`config.mk`:
```
export PLATFORM = sky130hd
export DESIGN_NAME = tmr16_cc
export DESIGN_NICKNAME = d
export VERILOG_FILES = /design/src/rtl/tmr16_pkg.sv /design/src/rtl/tmr16_regif.sv /design/src/rtl/tmr16_counter.sv /design/src/rtl/tmr16_cmp.sv /design/src/rtl/tmr16_capture.sv /design/src/rtl/tmr16_cc.sv
export SDC_FILE = /design/constraint.sdc
export NUM_CORES = 1
export LEC_CHECK = 0
export CAP_MARGIN = 20
export CORE_MARGIN = 4
export CORE_UTILIZATION = 50
export CTS_CLUSTER_DIAMETER = 60
export DETAILED_ROUTE_END_ITERATION = 8
export PLACE_DENSITY = 0.71
export SYNTH_ARGS = -nofsm -noshare
export SYNTH_HDL_FRONTEND = slang
export SYNTH_SLANG_ARGS = --single-unit
```
`constraint.sdc`:
```
create_clock -name clk -period 3 [get_ports clk]
set_clock_uncertainty 0.1 [all_clocks]
set_input_delay 0.3 -clock clk [delete_from_list [all_inputs] [get_ports clk]]
set_output_delay 0.3 -clock clk [all_outputs]
set_load 0.02 [all_outputs]
```
`src/rtl/tmr16_pkg.sv`:
```
package tmr16_pkg;
  localparam int DW    = 8;
  localparam int AW    = 8;
  localparam int RW    = 16;
  localparam int NREG  = 4;
  localparam int IW    = $clog2(NREG);
  localparam int NCMP  = 2;
  localparam int NFLAG = 4;

  // register order follows the address layout
  localparam int REG_CNT = 0;
  localparam int REG_CAP = 1;
  localparam int REG_OCA = 2;

  localparam int FL_OVF  = 0;
  localparam int FL_CMPA = 1;
  localparam int FL_CAP  = 3;

  localparam logic [AW-1:0] BASE_ADDR = 8'h84;
  localparam logic [AW-1:0] SPAN      = AW'(2 * NREG);

  typedef struct packed {
    logic          valid;
    logic [IW-1:0] idx;
    logic          hi;
  } dec_t;

  function automatic dec_t decode(input logic [AW-1:0] a);
    dec_t d;
    logic [AW-1:0] off;
    off     = a - BASE_ADDR;
    d.valid = (a >= BASE_ADDR) && (off < SPAN);
    d.idx   = off[IW:1];
    d.hi    = off[0];
    return d;
  endfunction
endpackage

```
`src/rtl/tmr16_regif.sv`:
```
module tmr16_regif
  import tmr16_pkg::*;
(
  input  logic                      clk,
  input  logic                      rst,
  input  logic [AW-1:0]             addr,
  input  logic                      wr,
  input  logic [DW-1:0]             wdata,
  input  logic                      rd,
  input  logic [NREG-1:0][RW-1:0]   reg_q,
  output logic [DW-1:0]             rdata,
  output logic [NREG-1:0]           commit,
  output logic [RW-1:0]             commit_val
);
  dec_t          d;
  logic [DW-1:0] temp;

  assign d          = decode(addr);
  assign commit_val = {temp, wdata};

  always_comb begin
    commit = '0;
    if (wr && d.valid && !d.hi) commit[d.idx] = 1'b1;
  end

  always_ff @(posedge clk) begin
    if (rst) begin
      temp  <= '0;
      rdata <= '0;
    end else if (wr) begin
      if (d.valid && d.hi) temp <= wdata;
    end else if (rd) begin
      if (!d.valid) begin
        rdata <= '0;
      end else if (!d.hi) begin
        rdata <= reg_q[d.idx][DW-1:0];
        temp  <= reg_q[d.idx][RW-1:DW];
      end else begin
        rdata <= temp;
      end
    end
  end

  // a high-byte write lands in the shared latch
  a_r3_latch_load: assert property (@(posedge clk) disable iff (rst)
    (wr && d.valid && d.hi) |=> (temp == $past(wdata)));

  // a high-byte read returns the latch as it stood
  a_r4_read_high: assert property (@(posedge clk) disable iff (rst)
    (rd && !wr && d.valid && d.hi) |=> (rdata == $past(temp)));
endmodule

```
`src/rtl/tmr16_counter.sv`:
```
module tmr16_counter
  import tmr16_pkg::*;
(
  input  logic          clk,
  input  logic          rst,
  input  logic          tick,
  input  logic          top_mode,
  input  logic [RW-1:0] top_val,
  input  logic          wr_en,
  input  logic [RW-1:0] wr_val,
  output logic [RW-1:0] cnt_q,
  output logic          ovf_pulse,
  output logic          cmp_ok
);
  logic blk;

  assign ovf_pulse = tick && !wr_en && !top_mode && (cnt_q == {RW{1'b1}});
  assign cmp_ok    = tick && !wr_en && !blk;

  always_ff @(posedge clk) begin
    if (rst) begin
      cnt_q <= '0;
      blk   <= 1'b0;
    end else if (wr_en) begin
      cnt_q <= wr_val;
      blk   <= 1'b1;
    end else if (tick) begin
      blk <= 1'b0;
      if (top_mode && (cnt_q == top_val)) cnt_q <= '0;
      else                                cnt_q <= cnt_q + 1'b1;
    end
  end

  a_r5_wrap: assert property (@(posedge clk) disable iff (rst)
    (tick && !wr_en && !top_mode && cnt_q == {RW{1'b1}}) |=> (cnt_q == '0));

  a_r6_top_wrap: assert property (@(posedge clk) disable iff (rst)
    (tick && !wr_en && top_mode && cnt_q == top_val) |=> (cnt_q == '0));

  a_r8_block_armed: assert property (@(posedge clk) disable iff (rst)
    wr_en |=> !cmp_ok);
endmodule

```
`src/rtl/tmr16_cmp.sv`:
```
module tmr16_cmp
  import tmr16_pkg::*;
(
  input  logic          clk,
  input  logic          rst,
  input  logic          wr_en,
  input  logic [RW-1:0] wr_val,
  input  logic [RW-1:0] cnt,
  input  logic          cmp_ok,
  output logic [RW-1:0] ocr_q,
  output logic          match,
  output logic          wave
);
  assign match = cmp_ok && (cnt == ocr_q);

  always_ff @(posedge clk) begin
    if (rst) begin
      ocr_q <= '0;
      wave  <= 1'b0;
    end else begin
      if (wr_en) ocr_q <= wr_val;
      if (match) wave  <= ~wave;
    end
  end

  a_r7_toggle: assert property (@(posedge clk) disable iff (rst)
    match |=> (wave != $past(wave)));

  a_r7_hold: assert property (@(posedge clk) disable iff (rst)
    !match |=> $stable(wave));
endmodule

```
`src/rtl/tmr16_capture.sv`:
```
module tmr16_capture
  import tmr16_pkg::*;
#(
  parameter int SYNC_STAGES = 2
) (
  input  logic          clk,
  input  logic          rst,
  input  logic          pin,
  input  logic          alt,
  input  logic          use_alt,
  input  logic [RW-1:0] cnt,
  input  logic          wr_en,
  input  logic [RW-1:0] wr_val,
  output logic [RW-1:0] icr_q,
  output logic          evt
);
  logic [SYNC_STAGES:0] sh;
  logic                 src;

  assign src = use_alt ? alt : pin;
  assign evt = sh[SYNC_STAGES-1] && !sh[SYNC_STAGES];

  always_ff @(posedge clk) begin
    if (rst) begin
      sh    <= '0;
      icr_q <= '0;
    end else begin
      sh <= {sh[SYNC_STAGES-1:0], src};
      if (wr_en)    icr_q <= wr_val;
      else if (evt) icr_q <= cnt;
    end
  end

  a_r9_cap_load: assert property (@(posedge clk) disable iff (rst)
    (evt && !wr_en) |=> (icr_q == $past(cnt)));

  a_r11_no_event_hold: assert property (@(posedge clk) disable iff (rst)
    (!evt && !wr_en) |=> $stable(icr_q));
endmodule

```
`src/rtl/tmr16_cc.sv`:
```
module tmr16_cc
  import tmr16_pkg::*;
#(
  parameter int SYNC_STAGES = 2
) (
  input  logic             clk,
  input  logic             rst,
  input  logic [AW-1:0]    bus_addr,
  input  logic             bus_wr,
  input  logic [DW-1:0]    bus_wdata,
  input  logic             bus_rd,
  output logic [DW-1:0]    bus_rdata,
  input  logic             tick_en,
  input  logic             top_from_cap,
  input  logic             cap_pin,
  input  logic             cap_alt,
  input  logic             cap_use_alt,
  input  logic [NFLAG-1:0] flag_clr,
  output logic [NFLAG-1:0] flags,
  output logic [NCMP-1:0]  wave
);
  logic [NREG-1:0][RW-1:0] reg_q;
  logic [NREG-1:0]         commit;
  logic [RW-1:0]           commit_val;
  logic [RW-1:0]           cnt_q;
  logic [RW-1:0]           icr_q;
  logic [NCMP-1:0][RW-1:0] ocr_q;
  logic [NCMP-1:0]         match;
  logic                    cmp_ok;
  logic                    ovf_pulse;
  logic                    cap_evt;
  logic [NFLAG-1:0]        set_v;

  assign reg_q[REG_CNT] = cnt_q;
  assign reg_q[REG_CAP] = icr_q;

  tmr16_regif u_regif (
    .clk        (clk),
    .rst        (rst),
    .addr       (bus_addr),
    .wr         (bus_wr),
    .wdata      (bus_wdata),
    .rd         (bus_rd),
    .reg_q      (reg_q),
    .rdata      (bus_rdata),
    .commit     (commit),
    .commit_val (commit_val)
  );

  tmr16_counter u_counter (
    .clk       (clk),
    .rst       (rst),
    .tick      (tick_en),
    .top_mode  (top_from_cap),
    .top_val   (icr_q),
    .wr_en     (commit[REG_CNT]),
    .wr_val    (commit_val),
    .cnt_q     (cnt_q),
    .ovf_pulse (ovf_pulse),
    .cmp_ok    (cmp_ok)
  );

  for (genvar ch = 0; ch < NCMP; ch++) begin : g_cmp
    assign reg_q[REG_OCA+ch] = ocr_q[ch];
    tmr16_cmp u_cmp (
      .clk    (clk),
      .rst    (rst),
      .wr_en  (commit[REG_OCA+ch]),
      .wr_val (commit_val),
      .cnt    (cnt_q),
      .cmp_ok (cmp_ok),
      .ocr_q  (ocr_q[ch]),
      .match  (match[ch]),
      .wave   (wave[ch])
    );
  end

  tmr16_capture #(.SYNC_STAGES(SYNC_STAGES)) u_capture (
    .clk     (clk),
    .rst     (rst),
    .pin     (cap_pin),
    .alt     (cap_alt),
    .use_alt (cap_use_alt),
    .cnt     (cnt_q),
    .wr_en   (commit[REG_CAP]),
    .wr_val  (commit_val),
    .icr_q   (icr_q),
    .evt     (cap_evt)
  );

  always_comb begin
    set_v                          = '0;
    set_v[FL_OVF]                  = ovf_pulse;
    set_v[FL_CMPA+NCMP-1:FL_CMPA]  = match;
    set_v[FL_CAP]                  = cap_evt;
  end

  always_ff @(posedge clk) begin
    if (rst) flags <= '0;
    else     flags <= (flags & ~flag_clr) | set_v;
  end

  // no compare channel fires on the tick after a counter write
  a_r8_no_match_after_wr: assert property (@(posedge clk) disable iff (rst)
    commit[REG_CNT] |=> (match == '0));

  // a flag drops only through its clear strobe
  a_r10_sticky: assert property (@(posedge clk) disable iff (rst)
    1'b1 |=> (($past(flags) & ~$past(flag_clr) & ~flags) == '0));

  // a capture event is reflected in the capture flag
  a_r9_cap_flag: assert property (@(posedge clk) disable iff (rst)
    cap_evt |=> flags[FL_CAP]);
endmodule

```
==> results of run 1 <==
-- cell families (layout without fill, tap and decap cells) --
group                      after synthesis  count (layout)  synth area share (%)
AOI/OAI and AO/OA                       74              74                  9.87
xor gates and xnor gates                63              63                  11.4
adders and majority gates                2               2                 0.508
buffers and inverters                   57              79                  4.65
DFF                                     90              90                  36.6
muxes                                   82              82                  20.8
and+or+nand+nor                        154             154                  16.1
-- report_power, final --
part	total [mW]	internal (mW)	leakage [nW]	switching, mW
combinational	0.235	0.110	1.58	0.125
sequential	1.22	1.21	0.727	0.0161
clock	1.06	0.634	0.123	0.430
-- placed cells by master, fill, tap and decap left out, types with 10 or more instances in the layout --
master,count
a211oi_1,24
a21oi_1,22
buf_4,14
clkdlybuf4s50_1,41
dfxtp_1,90
mux2i_1,65
mux4_2,16
nand2_1,10
nor2_1,75
nor3b_1,14
nor4_1,12
o22ai_1,15
xnor2_1,17
xor2_1,45
-- through the flow --
stage	util (%)	std cells	cell area (µm²)
after floorplan	-	522	4920
after global placement	57.7	658	5430
after detailed placement	57.7	658	5430
after CTS	60.4	673	5690
after global routing	60.4	673	5690
final	60.4	673	5690
-- critical path, delay by kind of cell --
family	cells	cell delay, ns
xor+xnor	1	0.30
fa+ha+maj	1	0.23
buf+inv	2	0.54
mux	1	0.31
simple gates	3	1.00
-- flip-flops by register name, indices dropped and copies added, names as in the netlist --
name / flops
u_counter.cnt_q: 16
g_cmp.u_cmp.ocr_q: 32
u_regif.temp: 8
u_counter.blk: 1
flags: 4
u_capture.icr_q: 16
u_capture.sh: 3
u_regif.rdata: 8
g_cmp.u_cmp.wave: 2
-- layout make-up --
cell class | count | area (µm²)
clock buffers | 10 | 128
inverters | 7 | 26.3
multi-input cells | 375 | 2900
well taps | 129 | 161
repair buffers | 57 | 541
flip-flops and latches | 90 | 1800
fillers | 810 | 3730
clock inverters | 5 | 128
-- worst max path at each step --
| stage | startpoint | to | slack [ns] | cells past startpoint |
|---|---|---|---|---|
| after floorplan | bus_addr[2] | g_cmp[0].u_cmp.wave | 0.33 | 8 |
| after global placement | bus_addr[2] | g_cmp[0].u_cmp.wave | 0.16 | 8 |
| after detailed placement | bus_addr[2] | g_cmp[0].u_cmp.wave | 0.1 | 8 |
| after CTS | bus_addr[2] | g_cmp[0].u_cmp.wave | 0.47 | 8 |
| after global routing | bus_addr[2] | g_cmp[0].u_cmp.wave | 0.43 | 8 |
| final | bus_addr[2] | g_cmp[0].u_cmp.wave | 0.47 | 8 |
-- routing by layer --
| metal | up-vias | GRT usage (%) | wire length [µm] |
|---|---|---|---|
| li1 | 1895 | - | - |
| met4 | 0 | 5.30 | 146 |
| met1 | 1929 | 32.3 | 6000 |
| met3 | 18 | 3.85 | 743 |
| met5 | - | 0 | 0 |
| met2 | 124 | 38.8 | 6180 |
==> flow_summary.ini, run 1 <==
[floorplan]
rows = 35
ios = 43
die_w_um = 107
initial_core_util_pct = 52.3
dieHeight_um = 107
coreArea_mm2 = 0.00942
dieArea_mm2 = 0.0115

[cts]
ctsHoldBuffers = 0
numCtsBuffers = 9
clock_latency_ns = 0.36
clkTransAtPathRegs_ns = 0.09
cts-root-buf = clkbuf_8
cts_buffer_depth = 2
h-tree-depth = 3
cts_tree = built
clock_sinks = 90
cts_resized = 0
cts_setup_buffers = 0

[critical_path]
reg2reg_to = g_cmp[0].u_cmp.wave
path_max_fanout = 4
critPathMaxStageDelay_ns = 0.56
crit_chain = clkdlybuf4s50_1 -> inv_1 -> ha_1 -> xor2_2 -> nor4_4 -> or3_4 -> or4_4 -> mux2_4
startpoint_type = input pin
end_kind = register
worstRegToRegCells = 5
slowest_stage = or4_4
ff2ff_setup_slack_ns = 0.67
cp.arrival_ns = 2.68
cp.required_ns = 3.15
path_class = in -> reg
r2r_start = u_counter.cnt_q[15]

[yosys]
synth_seq_area_share_pct = 36.6
synthCells = 522
syn_area_per_cell_um2 = 9.43
syn_nets = 553
yosysMostFrequentCell = dfxtp_1
synth_top_area_share_pct = 36.6
yosys_warnings = 0
netlist_area_mm2 = 0.00492
synthTopCellsByCount = dfxtp_1 (90), nor2_1 (75), mux2i_1 (65)
synth-async-reset-ratio_pct = 0
synth.distinct_cells = 42
synth_ff_type = dfxtp_1
yosys-top-cells-area = dfxtp_1 (37%), mux2i_1 (13%), xor2_1 (8.0%)
yosys_register_bits = 90
synth_area_leader_cell = dfxtp_1
synth-edff-count = 0

[routing]
num_vias = 3966
routed_wl_um = 13100
wl_per_cell_um = 19.4
drt_iter0_markers = 308
detail_route.vias_per_cell = 5.89
firstDrtPassIters = 5
remaining_drc_errors = 0
ant_nets = 0

[placed_design]
post-dp-hpwl_um = 8970
io_buffer_count = 42
pre_cts_ws_ns = 0.0975
gp_congestion = 0.893

[hold_path]
hold_end = u_capture.sh[1]
hold_class = reg -> reg
worstHoldPathCells = 1
min_from = u_capture.sh[0]

[timing]
tightest_slew_ns = 0.547
finalWorstSetupSlack_ns = 0.475
period_minus_slack_ns = 2.53
slew_headroom_pct = 63.2
finalSetupViolCount = 0
holdWs_ns = 0.347
slew_violations = 0
hold_violations = 0
rsz0062_at_grt = false
fmax_mhz = 396
fin_setup_tns_ns = 0
timing.final.crit_share_pct = 84.2

[global_routing]
grt_max_degree = 93
grt_pass1_wl_um = 21100
overflow = 0
antenna_found_initial = 0
grt_pass1_vias = 3855
grt_usage_pct = 23.5

[final_layout]
area_growth_syn_to_layout_pct = 15.6
num-nets-final = 571
diodes = 0
drive_gt1_share_pct = 9.93

[flow_run]
cap_violations = 0

[outcome]
status = complete, no violations

[pwr]
p_leak_nw = 2.43
pwr_density_cell_mw_per_mm2 = 444
fin_total_pwr_mw = 2.52
peakVddDrop_v = 0.000211
Power figures use the tool's default switching activity.
==> run 2: changes to the inputs <==
==> constraint.sdc (replaced) <==
create_clock -name clk -period 2.55 [get_ports clk]
set_clock_uncertainty 0.1 [all_clocks]
set_input_delay 0.255 -clock clk [delete_from_list [all_inputs] [get_ports clk]]
set_output_delay 0.255 -clock clk [all_outputs]
set_load 0.02 [all_outputs]
==> run 2 against run 1 <==
  * Via count grew 0.66%
  * Cell area grew 1.4%
  * Critical endpoint unchanged
  * Core utilization grew 0.84 points
  * Non-clock buffer count grew 15
  * Highest routed layer unchanged
  * Combinational power grew 23%
==> flow_summary.ini, run 2 (synthesis results as in run 1) <==
[outcome]
status = complete, no violations

[floorplan]
die_w_um = 107
coreArea_mm2 = 0.00942
rows = 35
ios = 43
dieArea_mm2 = 0.0115
dieHeight_um = 107
initial_core_util_pct = 52.3

[global_routing]
grt_usage_pct = 24.4
antenna_found_initial = 0
grt_max_degree = 35
grt_pass1_wl_um = 21700
overflow = 0
grt_pass1_vias = 3962

[routing]
wl_per_cell_um = 19.5
num_vias = 3992
firstDrtPassIters = 5
remaining_drc_errors = 0
detail_route.vias_per_cell = 5.79
ant_nets = 0
routed_wl_um = 13400
drt_iter0_markers = 313

[cts]
clock_latency_ns = 0.37
h-tree-depth = 3
numCtsBuffers = 9
clkTransAtPathRegs_ns = 0.09
cts-root-buf = clkbuf_8
ctsHoldBuffers = 0
cts_setup_buffers = 0
cts_tree = built
cts_buffer_depth = 2
clock_sinks = 90

[pwr]
p_clk_share_pct = 36.6
p_int_mw = 2.01
peakVddDrop_v = 0.000283
fin_total_pwr_mw = 2.73
pwr-share-seq_pct = 52.8
p_leak_nw = 2.49
p_switching_uw = 712
pwr_density_cell_mw_per_mm2 = 473
combPwrFrac_pct = 10.6
swShare_pct = 26.1

[final_layout]
design_area_mm2 = 0.00577
final_util_pct = 61.2
final_cell_mix = dfxtp_1 (90), nor2_1 (75), mux2i_1 (65)
biggestRegsByFlops = g_cmp.u_cmp.ocr_q: 32 flops, u_capture.icr_q: 16 flops, u_counter.cnt_q: 16 flops
diodes = 0
top_register = g_cmp.u_cmp.ocr_q
layout_commonest_cell = dfxtp_1
drive_gt1_share_pct = 12.5
num-nets-final = 586
area_growth_syn_to_layout_pct = 17.2
largest_reg_flops = 32
stdcell_count = 689

[critical_path]
end_kind = register
path_class = in -> reg
reg2reg_to = g_cmp[0].u_cmp.wave
cp.arrival_ns = 2.57
worstRegToRegCells = 5
ff2ff_setup_slack_ns = 0.35
startpoint_type = input pin
cp.required_ns = 2.71
path_max_fanout = 2
r2r_start = u_counter.cnt_q[15]

[timing]
holdWs_ns = 0.295
timing.final.crit_share_pct = 94.4
hold_violations = 0
rsz0062_at_grt = false
tightest_slew_ns = 0.673
fmax_mhz = 415
period_minus_slack_ns = 2.41
finalSetupViolCount = 0
slew_violations = 0
slew_headroom_pct = 54.7

[flow_run]
cap_violations = 0

[placed_design]
post-dp-hpwl_um = 9310
placed_area_mm2 = 0.00557
post-place-cells = 673
gp_congestion = 0.896
io_buffer_count = 42

[hold_path]
hold_end = g_cmp[1].u_cmp.ocr_q[0]
worstHoldPathCells = 2
min_from = rst
hold_class = in -> reg
-- run 2: cell types whose count changed in the layout (fill, tap and decap cells not counted) --
cell / delta
buf_12: +2
buf_4: +12
buf_6: +1
bufinv_16: -3
clkinv_2: +2
clkinv_4: +1
inv_6: +1
-- run 2: how the worst max path moves through the flow --
| stage | slack, ns | end | cells after the start | start |
|---|---|---|---|---|
| 2_1_floorplan | 0.07 | g_cmp[0].u_cmp.wave | 8 | bus_addr[2] |
| 3_5_place_dp | -0.21 | g_cmp[0].u_cmp.wave | 8 | bus_addr[2] |
| 3_3_place_gp | -0.17 | g_cmp[0].u_cmp.wave | 8 | bus_addr[2] |
| 4_1_cts | 0.15 | g_cmp[0].u_cmp.wave | 8 | bus_addr[2] |
| 5_1_grt | 0.06 | u_capture.icr_q[0] | 9 | bus_addr[2] |
| 6_report | 0.14 | g_cmp[0].u_cmp.wave | 8 | bus_addr[2] |
-- run 2: what timing repair did --
item / 4_1_cts / 5_1_grt
resized for setup: 0 / 1
setup endpoints to repair: 0 / 1
endpoints found under the hold margin: 0 / 0
-- run 2: cell type report --
cell class / instances / area, µm²
Sequential cell: 90 / 1800
Clock buffer: 10 / 128
Multi-Input combinational cell: 375 / 2900
Timing Repair Buffer: 72 / 682
Tap cell: 129 / 161
Inverter: 7 / 26.3
Fill cell: 820 / 3650
Clock inverter: 6 / 65.1
-- run 2: layer usage --
| layer | vias up | share of wire, % | global-route usage [%] |
|---|---|---|---|
| met5 | - | 0 | 0 |
| met4 | 0 | 1.9 | 7.49 |
| met3 | 21 | 6.8 | 3.85 |
| met2 | 138 | 47 | 39.3 |
| met1 | 1910 | 44 | 33.5 |
| li1 | 1923 | - | - |
-- run 2: critical path, stage by stage --
cell	delay [ns]
clkdlybuf4s50_1	0.48
inv_1	0.07
ha_1	0.23
xor2_2	0.26
nor4_4	0.09
or3_4	0.33
or4_4	0.55
mux2_4	0.31
-- run 2: metrics by stage --
step,setup TNS (ns),setup slack (ns)
6_report,0,0.142
4_1_cts,0,0.152
3_3_place_gp,-4.50,-0.166
2_1_floorplan,0,0.0743
5_1_grt,0,0.0602
3_5_place_dp,-8.29,-0.206
-- run 2: power groups by stage --
stage / Combinational (mW) / Sequential, mW / Clock, mW
after CTS: 0.287 / 1.44 / 1.00
after global routing: 0.308 / 1.44 / 1.06
after global placement: 0.282 / 1.47 / 0
after floorplan: 0.163 / 1.47 / 0
final: 0.288 / 1.44 / 0.997
after detailed placement: 0.286 / 1.47 / 0
==> run 3: changes to the inputs <==
--- a/config.mk
+++ b/config.mk
@@ -6,11 +6,12 @@
 export NUM_CORES = 1
 export LEC_CHECK = 0
 export CAP_MARGIN = 20
+export CORE_ASPECT_RATIO = 0.75
 export CORE_MARGIN = 4
 export CORE_UTILIZATION = 50
 export CTS_CLUSTER_DIAMETER = 60
 export DETAILED_ROUTE_END_ITERATION = 8
-export PLACE_DENSITY = 0.71
+export PLACE_DENSITY = 0.83
 export SYNTH_ARGS = -nofsm -noshare
 export SYNTH_HDL_FRONTEND = slang
 export SYNTH_SLANG_ARGS = --single-unit
==> constraint.sdc (replaced) <==
create_clock -name clk -period 1.9 [get_ports clk]
set_clock_uncertainty 0.1 [all_clocks]
set_input_delay 0.19 -clock clk [delete_from_list [all_inputs] [get_ports clk]]
set_output_delay 0.19 -clock clk [all_outputs]
set_load 0.02 [all_outputs]
==> run 3 against run 2 <==
  * The flow now finishes with violations (setup timing)
  * Sequential power grew 34%
  * Via count grew 15%
  * Combinational power grew 56%
  * First-iteration DRC count grew 130%
  * Register-to-register slack lost 0.49 ns
  * Critical path depth shrank 2
  * Power grew 63%
  * Count of clock-buffer cells in the layout shrank 1
  * Worst setup slack lost 0.28 ns
  * Critical path type is now reg -> reg
  * Highest routed layer unchanged
==> flow_summary.ini, run 3 (synthesis results as in run 1) <==
[placed_design]
placed_area_mm2 = 0.00585
post-dp-hpwl_um = 10000
gp_congestion = 0.947
io_buffer_count = 42
post-place-cells = 703

[pwr]
combPwrFrac_pct = 10.2
pwr_density_cell_mw_per_mm2 = 673
fin_total_pwr_mw = 4.43
p_clk_share_pct = 46.2
pwr-share-seq_pct = 43.6
p_leak_nw = 2.92
peakVddDrop_v = 0.000594
p_switching_mw = 1.02
p_int_mw = 3.41
swShare_pct = 23.1

[final_layout]
design_area_mm2 = 0.00659
num-nets-final = 632
multi_input_area_mm2 = 0.00307
final_util_pct = 68.5
largest_reg_flops = 32
regArea_mm2 = 0.00181
drive_gt1_share_pct = 26.1
top_register = g_cmp.u_cmp.ocr_q
layout_commonest_cell = dfxtp_1
final_cell_mix = dfxtp_1 (81), nor2_1 (75), mux2i_1 (63)
biggestRegsByFlops = g_cmp.u_cmp.ocr_q: 32 flops, u_capture.icr_q: 16 flops, u_counter.cnt_q: 16 flops
area_growth_syn_to_layout_pct = 33.8
stdcell_count = 739
nFillCells = 712

[global_routing]
antenna_found_initial = 1
grt_pass1_vias = 4646
overflow = 0
grt_pass1_wl_um = 24400
grt_max_degree = 59
grt_usage_pct = 28.1

[critical_path]
startpoint_type = register
startpoint = u_counter.cnt_q[15]
cp.required_ns = 2.04
ff2ff_setup_slack_ns = -0.14
path_class = reg -> reg
path_max_fanout = 2
worstRegToRegCells = 6
end_kind = register
reg2reg_to = g_cmp[0].u_cmp.wave
cp.arrival_ns = 2.18
r2r_start = u_counter.cnt_q[15]
cp-endpoint = g_cmp[0].u_cmp.wave

[routing]
drt_iter0_markers = 717
ant_nets = 0
remaining_drc_errors = 0
routed_wl_um = 16100
num_vias = 4610
firstDrtPassIters = 5
wl_per_cell_um = 21.9
detail_route.vias_per_cell = 6.24

[outcome]
status = complete, but fails checks
violations = setup timing

[floorplan]
die_w_um = 123
coreArea_mm2 = 0.00962
initial_core_util_pct = 51.2
dieHeight_um = 93.9
ios = 43
rows = 31
dieArea_mm2 = 0.0115

[timing]
fin_setup_tns_ns = -0.251
fmax_mhz = 491
slew_headroom_pct = 61.5
slew_violations = 0
finalWorstSetupSlack_ns = -0.136
finalSetupViolCount = 4
tightest_slew_ns = 0.574
rsz0062_at_grt = true
hold_violations = 0
timing.final.crit_share_pct = 107
period_minus_slack_ns = 2.04

[cts]
clock_latency_ns = 0.35
ctsHoldBuffers = 0
clock_sinks = 90
clkTransAtPathRegs_ns = 0.07
cts-root-buf = clkbuf_16
h-tree-depth = 3
cts_tree = built
numCtsBuffers = 9
cts_buffer_depth = 2

[flow_run]
cap_violations = 0

[hold_path]
hold_class = in -> reg
run 3: changes by cell type in the layout (fill, tap and decap cells not counted), moves of 9 or more:
cell,delta
clkbuf_8,-9
dfxtp_1,-9
clkdlybuf4s50_1,-9
clkbuf_16,+9
dfxtp_2,+9
buf_4,+32
run 3: metal layers:
metal / routed length (µm) / global-route usage (%)
met2: 7560 / 45.3
met1: 5920 / 33.2
met3: 1940 / 10.2
met4: 735 / 13.9
met5: 0 / 0
run 3: worst max-delay path, cell delays in order, from the launching register on:
cell     delay [ns]
dfxtp_1        0.32
xor2_1         0.18
nor4_1         0.28
buf_4          0.17
nand2_2        0.05
or4_4          0.53
mux2_4         0.30
run 3: layout make-up:
cell class / count / area share, %
diodes: 1 / 0.0380
clock buffers: 9 / 3.42
clock inverters: 7 / 1.77
inverters: 7 / 0.475
multi-input cells: 375 / 46.6
flip-flops and latches: 90 / 27.5
well taps: 132 / 2.51
repair buffers: 118 / 17.6
run 3: power by group through the flow:
stage	registers, mW	logic (mW)	clock network (mW)
after floorplan	1.97	0.234	0
after global placement	1.97	0.396	0
after global routing	1.94	0.468	2.14
after detailed placement	1.97	0.407	0
after CTS	1.93	0.425	2.06
final	1.93	0.450	2.05
run 3: what timing repair did:
action | in CTS | in global routing
cloned | 4 | 0
gates resized for setup | 38 | 30
pin swaps | 16 | 8
endpoints found under the setup margin | 86 | 50
setup buffers | 14 | 1
run 3: stage by stage:
step	setup WS [ns]	hold slack, ns
after floorplan	-0.339	0.234
after global placement	-0.761	0.342
after detailed placement	-0.827	0.338
after CTS	-0.149	0.112
after global routing	-0.201	0.150
final	-0.136	0.154
run 3: worst min path at each step:
stage	startpoint	to	slack, ns	cells past startpoint
after floorplan	bus_wdata[0]	g_cmp[0].u_cmp.ocr_q[0]	0.23	2
after global placement	u_capture.sh[0]	u_capture.sh[1]	0.34	1
after detailed placement	u_capture.sh[0]	u_capture.sh[1]	0.34	1
after CTS	rst	g_cmp[1].u_cmp.ocr_q[3]	0.11	2
after global routing	rst	g_cmp[1].u_cmp.ocr_q[3]	0.15	2
final	rst	g_cmp[0].u_cmp.ocr_q[3]	0.15	2
